--- config.mk ---
export PLATFORM = sky130hd
export DESIGN_NAME = tx_ring_fetch
export DESIGN_NICKNAME = d
export VERILOG_FILES = /design/src/rtl/txr_pkg.sv /design/src/rtl/txr_addr_gen.sv /design/src/rtl/txr_byte_sel.sv /design/src/rtl/txr_int_flags.sv /design/src/rtl/tx_ring_fetch.sv
export SDC_FILE = /design/constraint.sdc
export NUM_CORES = 1
export LEC_CHECK = 0
export BUFFER_PORTS_ARGS = -buffer_cell sky130_fd_sc_hd__buf_2
export CORE_ASPECT_RATIO = 1.75
export CORE_MARGIN = 5
export CORE_UTILIZATION = 25
export DETAILED_ROUTE_END_ITERATION = 7
export GPL_TIMING_DRIVEN = 0
export SLEW_MARGIN = 20
export SYNTH_ARGS = -nofsm -noshare
export SYNTH_HDL_FRONTEND = slang
export SYNTH_SLANG_ARGS = --single-unit
export TNS_END_PERCENT = 30
--- constraint.sdc ---
create_clock -name clk -period 3.6 [get_ports clk]
set_clock_uncertainty 0.1 [all_clocks]
set_input_delay 0.18 -clock clk [delete_from_list [all_inputs] [get_ports clk]]
set_output_delay 0.18 -clock clk [all_outputs]
set_load 0.1 [all_outputs]
--- src/rtl/txr_pkg.sv ---
package txr_pkg;
    localparam int LEN_W   = 13;
    localparam int OWN_B   = 31;
    localparam int EOR_B   = 30;
    localparam int FS_B    = 29;
    localparam int LS_B    = 28;
    localparam int POLL_B  = 6;
    localparam int OK_B    = 2;
    localparam int ERR_B   = 3;
    localparam int DESC_SH = 4;   // 16-byte descriptors
    localparam int BUF_OFS = 8;   // buffer address word offset

    typedef enum logic [2:0] {
        ST_IDLE,
        ST_FETCH_STAT,
        ST_FETCH_BUF,
        ST_FETCH_WORD,
        ST_SEND,
        ST_WRITE_BACK
    } txr_state_e;
endpackage

--- src/rtl/txr_addr_gen.sv ---
module txr_addr_gen
    import txr_pkg::*;
#(
    parameter int AW    = 32,
    parameter int IDX_W = 4
) (
    input  txr_state_e       state,
    input  logic [AW-1:0]    base,
    input  logic [IDX_W-1:0] idx,
    input  logic [AW-1:0]    buf_base,
    input  logic [LEN_W-1:0] cnt,
    output logic [AW-1:0]    addr
);
    logic [AW-1:0] desc_a;
    logic [AW-1:0] word_ofs;

    always_comb begin
        desc_a   = base + AW'({idx, {DESC_SH{1'b0}}});
        word_ofs = AW'({cnt[LEN_W-1:2], 2'b00});
        unique case (state)
            ST_FETCH_STAT, ST_WRITE_BACK: addr = desc_a;
            ST_FETCH_BUF:                 addr = desc_a + AW'(BUF_OFS);
            ST_FETCH_WORD:                addr = buf_base + word_ofs;
            default:                      addr = '0;
        endcase
    end
endmodule

--- src/rtl/txr_byte_sel.sv ---
module txr_byte_sel #(
    parameter int DW = 32
) (
    input  logic [DW-1:0]            word,
    input  logic [$clog2(DW/8)-1:0]  sel,
    output logic [7:0]               byte_o
);
    localparam int NB = DW / 8;

    logic [7:0] lanes [NB];

    for (genvar g = 0; g < NB; g++) begin : g_lane
        assign lanes[g] = word[8*g +: 8];
    end

    assign byte_o = lanes[sel];
endmodule

--- src/rtl/txr_int_flags.sv ---
module txr_int_flags
    import txr_pkg::*;
(
    input  logic       clk,
    input  logic       rst_n,
    input  logic       set_ok,
    input  logic       set_err,
    input  logic [7:0] clr,
    output logic [7:0] flags
);
    logic [7:0] set_v;

    always_comb begin
        set_v        = '0;
        set_v[OK_B]  = set_ok;
        set_v[ERR_B] = set_err;
    end

    always_ff @(posedge clk or negedge rst_n) begin
        if (!rst_n) flags <= '0;
        else        flags <= (flags & ~clr) | set_v;
    end
endmodule

--- src/rtl/tx_ring_fetch.sv ---
module tx_ring_fetch
    import txr_pkg::*;
#(
    parameter int AW    = 32,
    parameter int IDX_W = 4
) (
    input  logic          clk,
    input  logic          rst_n,
    input  logic          base_wr,
    input  logic [AW-1:0] base_addr,
    input  logic          poll_wr,
    input  logic [7:0]    poll_data,
    input  logic [7:0]    int_clr,
    output logic [7:0]    int_status,
    output logic          mem_req,
    output logic          mem_we,
    output logic [AW-1:0] mem_addr,
    output logic [31:0]   mem_wdata,
    input  logic [31:0]   mem_rdata,
    input  logic          mem_ack,
    output logic          tx_valid,
    output logic [7:0]    tx_data,
    output logic          tx_first,
    output logic          tx_last,
    input  logic          tx_ready
);
    txr_state_e       st_q, st_d;
    logic [AW-1:0]    base_q, buf_q;
    logic [IDX_W-1:0] idx_q;
    logic [31:0]      stat_q, word_q;
    logic [LEN_W-1:0] cnt_q, len;
    logic             pend_q, doorbell, len_zero, last_byte;
    logic             set_ok, set_err;
    logic             unused_poll;

    assign doorbell    = poll_wr & poll_data[POLL_B];
    assign unused_poll = ^{poll_data[7], poll_data[5:0]};
    assign len         = stat_q[LEN_W-1:0];
    assign len_zero    = (len == '0);
    assign last_byte   = (cnt_q == len - LEN_W'(1));

    // state register
    always_ff @(posedge clk or negedge rst_n) begin
        if (!rst_n) st_q <= ST_IDLE;
        else        st_q <= st_d;
    end

    // transitions
    always_comb begin
        st_d = st_q;
        unique case (st_q)
            ST_IDLE:
                if (doorbell) st_d = ST_FETCH_STAT;
            ST_FETCH_STAT:
                if (mem_ack) begin
                    if (mem_rdata[OWN_B])         st_d = ST_FETCH_BUF;
                    else if (pend_q || doorbell)  st_d = ST_FETCH_STAT;
                    else                          st_d = ST_IDLE;
                end
            ST_FETCH_BUF:
                if (mem_ack) st_d = len_zero ? ST_WRITE_BACK : ST_FETCH_WORD;
            ST_FETCH_WORD:
                if (mem_ack) st_d = ST_SEND;
            ST_SEND:
                if (tx_ready) begin
                    if (last_byte)         st_d = ST_WRITE_BACK;
                    else if (&cnt_q[1:0])  st_d = ST_FETCH_WORD;
                end
            ST_WRITE_BACK:
                if (mem_ack) st_d = ST_FETCH_STAT;
            default:
                st_d = ST_IDLE;
        endcase
    end

    // datapath registers
    always_ff @(posedge clk or negedge rst_n) begin
        if (!rst_n) begin
            base_q <= '0;
            buf_q  <= '0;
            idx_q  <= '0;
            stat_q <= '0;
            word_q <= '0;
            cnt_q  <= '0;
            pend_q <= 1'b0;
        end else begin
            if (base_wr) begin
                base_q <= base_addr;
                idx_q  <= '0;
            end else if (st_q == ST_WRITE_BACK && mem_ack) begin
                idx_q  <= stat_q[EOR_B] ? '0 : idx_q + IDX_W'(1);
            end
            if (st_q == ST_FETCH_STAT && mem_ack && !mem_rdata[OWN_B])
                pend_q <= 1'b0;
            else if (doorbell && st_q != ST_IDLE)
                pend_q <= 1'b1;
            if (st_q == ST_FETCH_STAT && mem_ack) stat_q <= mem_rdata;
            if (st_q == ST_FETCH_BUF && mem_ack) begin
                buf_q <= AW'(mem_rdata);
                cnt_q <= '0;
            end
            if (st_q == ST_FETCH_WORD && mem_ack) word_q <= mem_rdata;
            if (st_q == ST_SEND && tx_ready) cnt_q <= cnt_q + LEN_W'(1);
        end
    end

    // outputs
    always_comb begin
        mem_req   = (st_q == ST_FETCH_STAT) || (st_q == ST_FETCH_BUF) ||
                    (st_q == ST_FETCH_WORD) || (st_q == ST_WRITE_BACK);
        mem_we    = (st_q == ST_WRITE_BACK);
        mem_wdata = {1'b0, stat_q[OWN_B-1:0]};
        tx_valid  = (st_q == ST_SEND);
        tx_first  = tx_valid && (cnt_q == '0) && stat_q[FS_B];
        tx_last   = tx_valid && last_byte && stat_q[LS_B];
        set_ok    = (st_q == ST_WRITE_BACK) && mem_ack && !len_zero;
        set_err   = (st_q == ST_WRITE_BACK) && mem_ack && len_zero;
    end

    txr_addr_gen #(.AW(AW), .IDX_W(IDX_W)) i_addr (
        .state    (st_q),
        .base     (base_q),
        .idx      (idx_q),
        .buf_base (buf_q),
        .cnt      (cnt_q),
        .addr     (mem_addr)
    );

    txr_byte_sel #(.DW(32)) i_bsel (
        .word   (word_q),
        .sel    (cnt_q[1:0]),
        .byte_o (tx_data)
    );

    txr_int_flags i_flags (
        .clk     (clk),
        .rst_n   (rst_n),
        .set_ok  (set_ok),
        .set_err (set_err),
        .clr     (int_clr),
        .flags   (int_status)
    );
endmodule

---- After elaboration in Yosys (flattened, before gate mapping) ----
Index checks and enable logic that the tools add are counted.
word-level totals
  register bits after elaboration ......... 156
  input port bits ......................... 86
  output and inout port bits .............. 85
  word-level logic and storage cells ...... 86
operators by class
  add/subtract/negate cells ............... 6
  order comparisons ....................... 1
  eq/ne operators ......................... 13
  muxes and demuxes ....................... 23
  bitwise logic cells ..................... 5
  reduce and logical (&&, ||, !) cells .... 29
operators with widths
  kind                                                count
  one-hot mux 32 bit (3 select lines)                 1
  adder 32 x 13 -> 32 bit                             1
  adder 32 x 4 -> 32 bit, second input constant       1
  adder 32 x 8 -> 32 bit                              1
  two-way mux 3 bit                                   9
  logical NOT 13 bit                                  2
  two-way mux 13 bit                                  2
  one-hot mux 3 bit (6 select lines)                  1
  binary-select mux 8 bit (select 2 bit)              1
  two-way mux 8 bit                                   2
  adder 13 x 1 -> 13 bit, second input constant       1
  == test 13 bit                                      1
  logical AND 1 bit                                   13
  subtractor 13 x 1 -> 13 bit, second input constant  1
  two-way mux 4 bit                                   3
  AND 8 bit                                           1
  inequality test 2 bit, second input constant        4
  inverter 8 bit                                      1
  bitwise OR 8 x 4 -> 8 bit                           1
  AND reduction 7 bit                                 1
  == test 3 x 2 -> 1 bit, second input constant       2
  == test 3 bit, second input constant                2
  nonzero test 2 bit                                  3
  adder 4 x 1 -> 4 bit, second input constant         1
  other kinds (14)                                    21

---- Longest topological paths before layout ----
  depth after elaboration ................. 6
  mapped depth ............................ 12
  mapped depth without buffers ............ 10

---- Hierarchy ----
From an unflattened synthesis, not the netlist that was laid out.
second synthesis, totals
  cell total of the unflattened synthesis .. 1002
  area, all modules ....................... 9591.7 um^2
modules (own cells, without submodules)
  module         times used  cells each  area each (um^2)  sequential area each (um^2)
  tx_ring_fetch  1           569         6495.0            3703.6
  txr_addr_gen   1           405         2640.0            0.0
  txr_int_flags  1           18          260.2             200.2
  txr_byte_sel   1           10          196.4             0.0

---- Least setup slack after synthesis ----
Ideal clock, no wire load.
  path type ............................... reg2out
  start point ............................. register st_q[2]
  end point ............................... output port tx_first
  data arrival time ....................... 6.450 ns
  required time ........................... 3.320 ns
  path slack .............................. -3.130 ns
  cell stages (with the launch flop) ...... 6
  path buffers ............................ 1
  path through ............................ dfrtp_1 -> clkbuf_1 -> inv_1 -> nor3_1 -> nand4_1 -> nor4b_1
on the way
  cells in the longest elaborated chain, start to end .. 3
RTL lines
  what                            line                  source
  start: declaration              tx_ring_fetch.sv:27   txr_state_e st_q, st_d;
  start signal: assignment        tx_ring_fetch.sv:45   else st_q <= st_d;
  == test 3 bit                   tx_ring_fetch.sv:113  tx_valid = (st_q == ST_SEND);
  via tx_valid                    tx_ring_fetch.sv:21   output logic tx_valid,
  logical AND 1 bit (2 in a row)  tx_ring_fetch.sv:114  tx_first = tx_valid && (cnt_q == '0) && stat_q[FS_B];
  end: declaration                tx_ring_fetch.sv:23   output logic tx_first,
The timed path passes the listed nets, and every way through them passes these cells.

---- Final worst setup path ----
  start point ............................. register base_q[4]
  end point ............................... output port mem_addr[25]
on the way
  cells in the longest elaborated chain, start to end .. 3
RTL lines
  what                                   line                 source
  start: declaration                     tx_ring_fetch.sv:28  logic [AW-1:0] base_q, buf_q;
  start signal: assignment               tx_ring_fetch.sv:88  base_q <= base_addr;
  adder 32 x 8 -> 32 bit *               txr_addr_gen.sv:18   desc_a = base + AW'({idx, {DESC_SH{1'b0}}});
  adder 32 x 4 -> 32 bit                 txr_addr_gen.sv:22   ST_FETCH_BUF: addr = desc_a + AW'(BUF_OFS);
  one-hot mux 32 bit (3 select lines) *  txr_addr_gen.sv:20   unique case (state)
  end: declaration                       tx_ring_fetch.sv:17  output logic [AW-1:0] mem_addr,
Every way passes the cells marked *; elsewhere a longest branch is shown, timed or not.

==> flow_summary_export.csv <==
group,metric,value,unit
critical_path,required,3.32,ns
yosys,post_synth_num_cell_types,78,
die,die_y,269,um
die,io_pins,171,
layout,drive_above_1_share,0.342,
pwr,total_leakage_power,5.49,nW
clocking,cts.path.max_buffers,2,
route,wl,34.3,mm
yosys,synthAdderAreaFrac,0.0302,
timing,tns,-5.52,ns
grt,grt_start_max_net_pins,91,
critical_path,rr_startpoint,"st_q[0]",
route,dr.first_iter.drc_count,460,
grt,use_met3,0.0233,
placed_design,place_congestion,0.871,
critical_path,arrival,3.76,ns
clocking,clock_tree.root_cell,"clkbuf_16",
pwr,pwr-share-comb,0.637,
yosys,synth_ff_type,"dfrtp_1",
die,coreArea,38300,um2
route,num_vias,8656,
die,num_rows,95,
layout,fillers,3882,
die,start_util,0.251,
yosys,ys.warnings.count,0,
timing,relSlewSlack,0.380,
clocking,clk_pin_slew,0.07,ns
yosys,muxShareOfSynthArea,0.163,
yosys,synth-edff-count,0,
timing,period_needed,4.04,ns
timing,setup_viol,24,
die,die_w,158,um
grt,top_usage_layer,"met2",
pwr,ir_drop,1270,uV
clocking,htreeDepth,4,
yosys,syn_nets,1065,
timing,timing.final.crit_share,1.12,
min_path,hold_path_class,"input pin to flip-flop",
run_status,status,"complete, but fails checks",
clocking,clock_latency,0.44,ns
pwr,p_total,13.4,mW
pwr,power.density,1010,nW/um2
layout,nets,1332,
grt,grtUsageTotal,0.159,
placed_design,io_buffers,160,
timing,rsz0062_at_grt,"true",
die,dieArea,42600,um2
yosys,synth-compound-area-share,0.134,
yosys,synth_common_cells,"dfrtp_1, mux2_2, nand2_1",
placed_design,dp_hpwl,27.0,mm
yosys,synth_cells,957,
route,drcViolationCount,0,
timing,finalWorstSetupSlack,-0.445,ns
yosys,synthArstFlopShare,1.00,
yosys,synth_top_area_share,0.406,
critical_path,start_kind,"flip-flop",
yosys,syn_area,9610,um2
timing,slew_violations,0,
yosys,yosysMostFrequentCell,"dfrtp_1",
route,wl_per_cell,19.9,um
yosys,synth_area_leaders,"dfrtp_1, mux2_2, xnor2_1",
pwr,p_clk_frac,0.139,
pwr,swShare,0.566,
timing,hold_viol_final,0,
critical_path,startpoint,"base_q[4]",
critical_path,crit_type,"flip-flop to output pin",
timing,tightest_slew,0.930,ns
grt,grt.met1_usage,0.164,
run,maxCapViolCount,0,
route,ant_nets,0,
yosys,ys_seq_area_frac,0.406,
grt,grt_pass1_vias,8942,
yosys,syn_avg_cell_area,10.0,um2
layout,num_antenna_cells,0,
timing,fmax,0.247,GHz
route,dr.pass1.iters,5,
yosys,synth_top_family_by_area,"multiplexers",
min_path,min_from,"mem_rdata[30]",
grt,grt_overflow_total,0,
critical_path,worst-path-max-fanout,6,
critical_path,cp-end-kind,"output pin",
yosys,synth_top_area_cell,"dfrtp_1",
grt,grt_pass1_wl,51.6,mm
yosys,ys_seq_elements,156,
clocking,cts_sinks,156,
pwr,p_seq_frac,0.224,
clocking,cts_buffers,17,
grt,antenna_found_initial,0,
route,via_per_inst,5.03,
layout,area_growth_syn_to_layout,38.7,%
placed_design,dp_slack,-0.659,ns
run_status,violations,"setup timing",
critical_path,reg2reg_slack,0.21,ns
clocking,cts_tree,"done",
pwr,power_switching,7.59,mW
pwr,internal-power,5.82,mW
grt,use_met2,0.293,
yosys,synth-simple-area-share,0.162,
yosys,synth_xor_area_frac,0.0773,
[critical path: stages, from the launching register on]
cell and delay (ns):
dfrtp_1 0.39, ha_2 0.20, fa_2 0.37, a211oi_4 0.40, nor3_2 0.09, nand4b_1 0.29, nor4b_4 0.27, buf_6 0.18
nor4bb_4 0.34, nand4b_1 0.21, xnor2_2 0.19, o21bai_4 0.17, buf_12 0.20
[area by class of cell]
type / instances / area (um2) / share of cell area
clock buffer: 18 / 439 / 0.0330
clock inverter: 14 / 160 / 0.0120
multi-input combinational: 738 / 5960 / 0.447
sequential: 156 / 3910 / 0.293
timing repair buffer: 249 / 2000 / 0.150
inverter: 19 / 71.3 / 0.00535
buffer: 43 / 184 / 0.0138
tap: 485 / 607 / 0.0455
[registers in the layout (all words and copies together) (netlist names)]
name	count
cnt_q	13
word_q	32
idx_q	4
pend_q	1
buf_q	32
stat_q	31
base_q	32
st_q	3
i_flags.flags	8
[power by group through the flow]
stage | Combinational (mW) | Sequential (mW) | Clock [mW]
floorplan | 5.04 | 4.10 | 0
global placement | 7.74 | 3.00 | 0
detailed placement | 7.80 | 3.03 | 0
CTS | 8.35 | 3.01 | 1.93
global route | 8.89 | 3.09 | 1.99
finish | 8.54 | 3.01 | 1.87
[what timing repair did]
item                                    in CTS  in global routing
buffers inserted                            10                  4
endpoints found under the setup margin      33                 55
gates resized for setup                     89                 70
pin swaps                                   12                 23
cloned                                       0                  1
hold buffers                                73                  0
endpoints found under the hold margin      195                  0
[layer usage]
metal | part of all wire | vias to the layer above
met4 | 0.068 | 0
met2 | 0.54 | 278
li1 | - | 4039
met3 | 0.039 | 102
met5 | 0 | -
met1 | 0.35 | 4237
[path summary, 6_finish.rpt]
path                            cells past startpoint            to
worst max-delay path                               12  mem_addr[25]
worst min-delay path                                2    word_q[30]
worst max register to register                      7    stat_q[27]
worst min register to register                      2    word_q[31]
max in group asynchronous                           3      cnt_q[3]
min in group asynchronous                           2    stat_q[22]
[cell usage in the layout, fill, tap and decap left out, types with 6 or more instances in the layout]
cell type | Yosys | layout
dfrtp_1 | 156 | 154
buf_2 | 2 | 134
mux2_2 | 117 | 117
nand2_1 | 78 | 75
dlygate4sd3_1 | 0 | 73
o21ai_0 | 64 | 60
nor2_1 | 58 | 53
xnor2_1 | 42 | 40
xor2_1 | 41 | 39
a21oi_1 | 39 | 36
nand3_1 | 32 | 29
clkbuf_1 | 29 | 27
inv_1 | 19 | 19
nor3_1 | 27 | 18
clkbuf_16 | 0 | 17
buf_12 | 0 | 17
buf_4 | 1 | 15
ha_1 | 20 | 14
and3_1 | 13 | 13
nand4_1 | 13 | 13
nor4_1 | 14 | 11
nor2b_1 | 10 | 10
buf_1 | 9 | 10
o22ai_1 | 11 | 10
nand2b_1 | 8 | 8
o21a_1 | 8 | 8
mux4_2 | 8 | 8
nor3b_1 | 8 | 7
o21ai_2 | 0 | 7
nor3_4 | 0 | 7
mux2i_1 | 7 | 7
a211oi_1 | 8 | 6
o211ai_1 | 6 | 6
buf_6 | 1 | 6
ha_2 | 0 | 6
[logic make-up (layout without fill, tap and decap cells)]
logic type	after synthesis	in the layout
XOR/XNOR	84	84
flip-flops	156	156
buffers and inverters	63	343
multiplexers	132	132
other	1	1
adder cells (fa/ha/maj)	22	22
AND/OR/NAND/NOR	299	299
AO/OA/AOI/OAI	200	200
[stage by stage]
step / instance area [um2] / hold slack [ns] / util / instances
after floorplan: 9760 / -0.216 / - / 957
after global placement: 11200 / 0.231 / 0.292 / 1602
after detailed placement: 11200 / 0.0754 / 0.293 / 1603
after CTS: 13000 / 0.0142 / 0.340 / 1718
after global routing: 13300 / 0.0245 / 0.348 / 1722
final: 13300 / 0.0371 / 0.348 / 1722
Note: power is estimated with default switching activity, not from simulation.
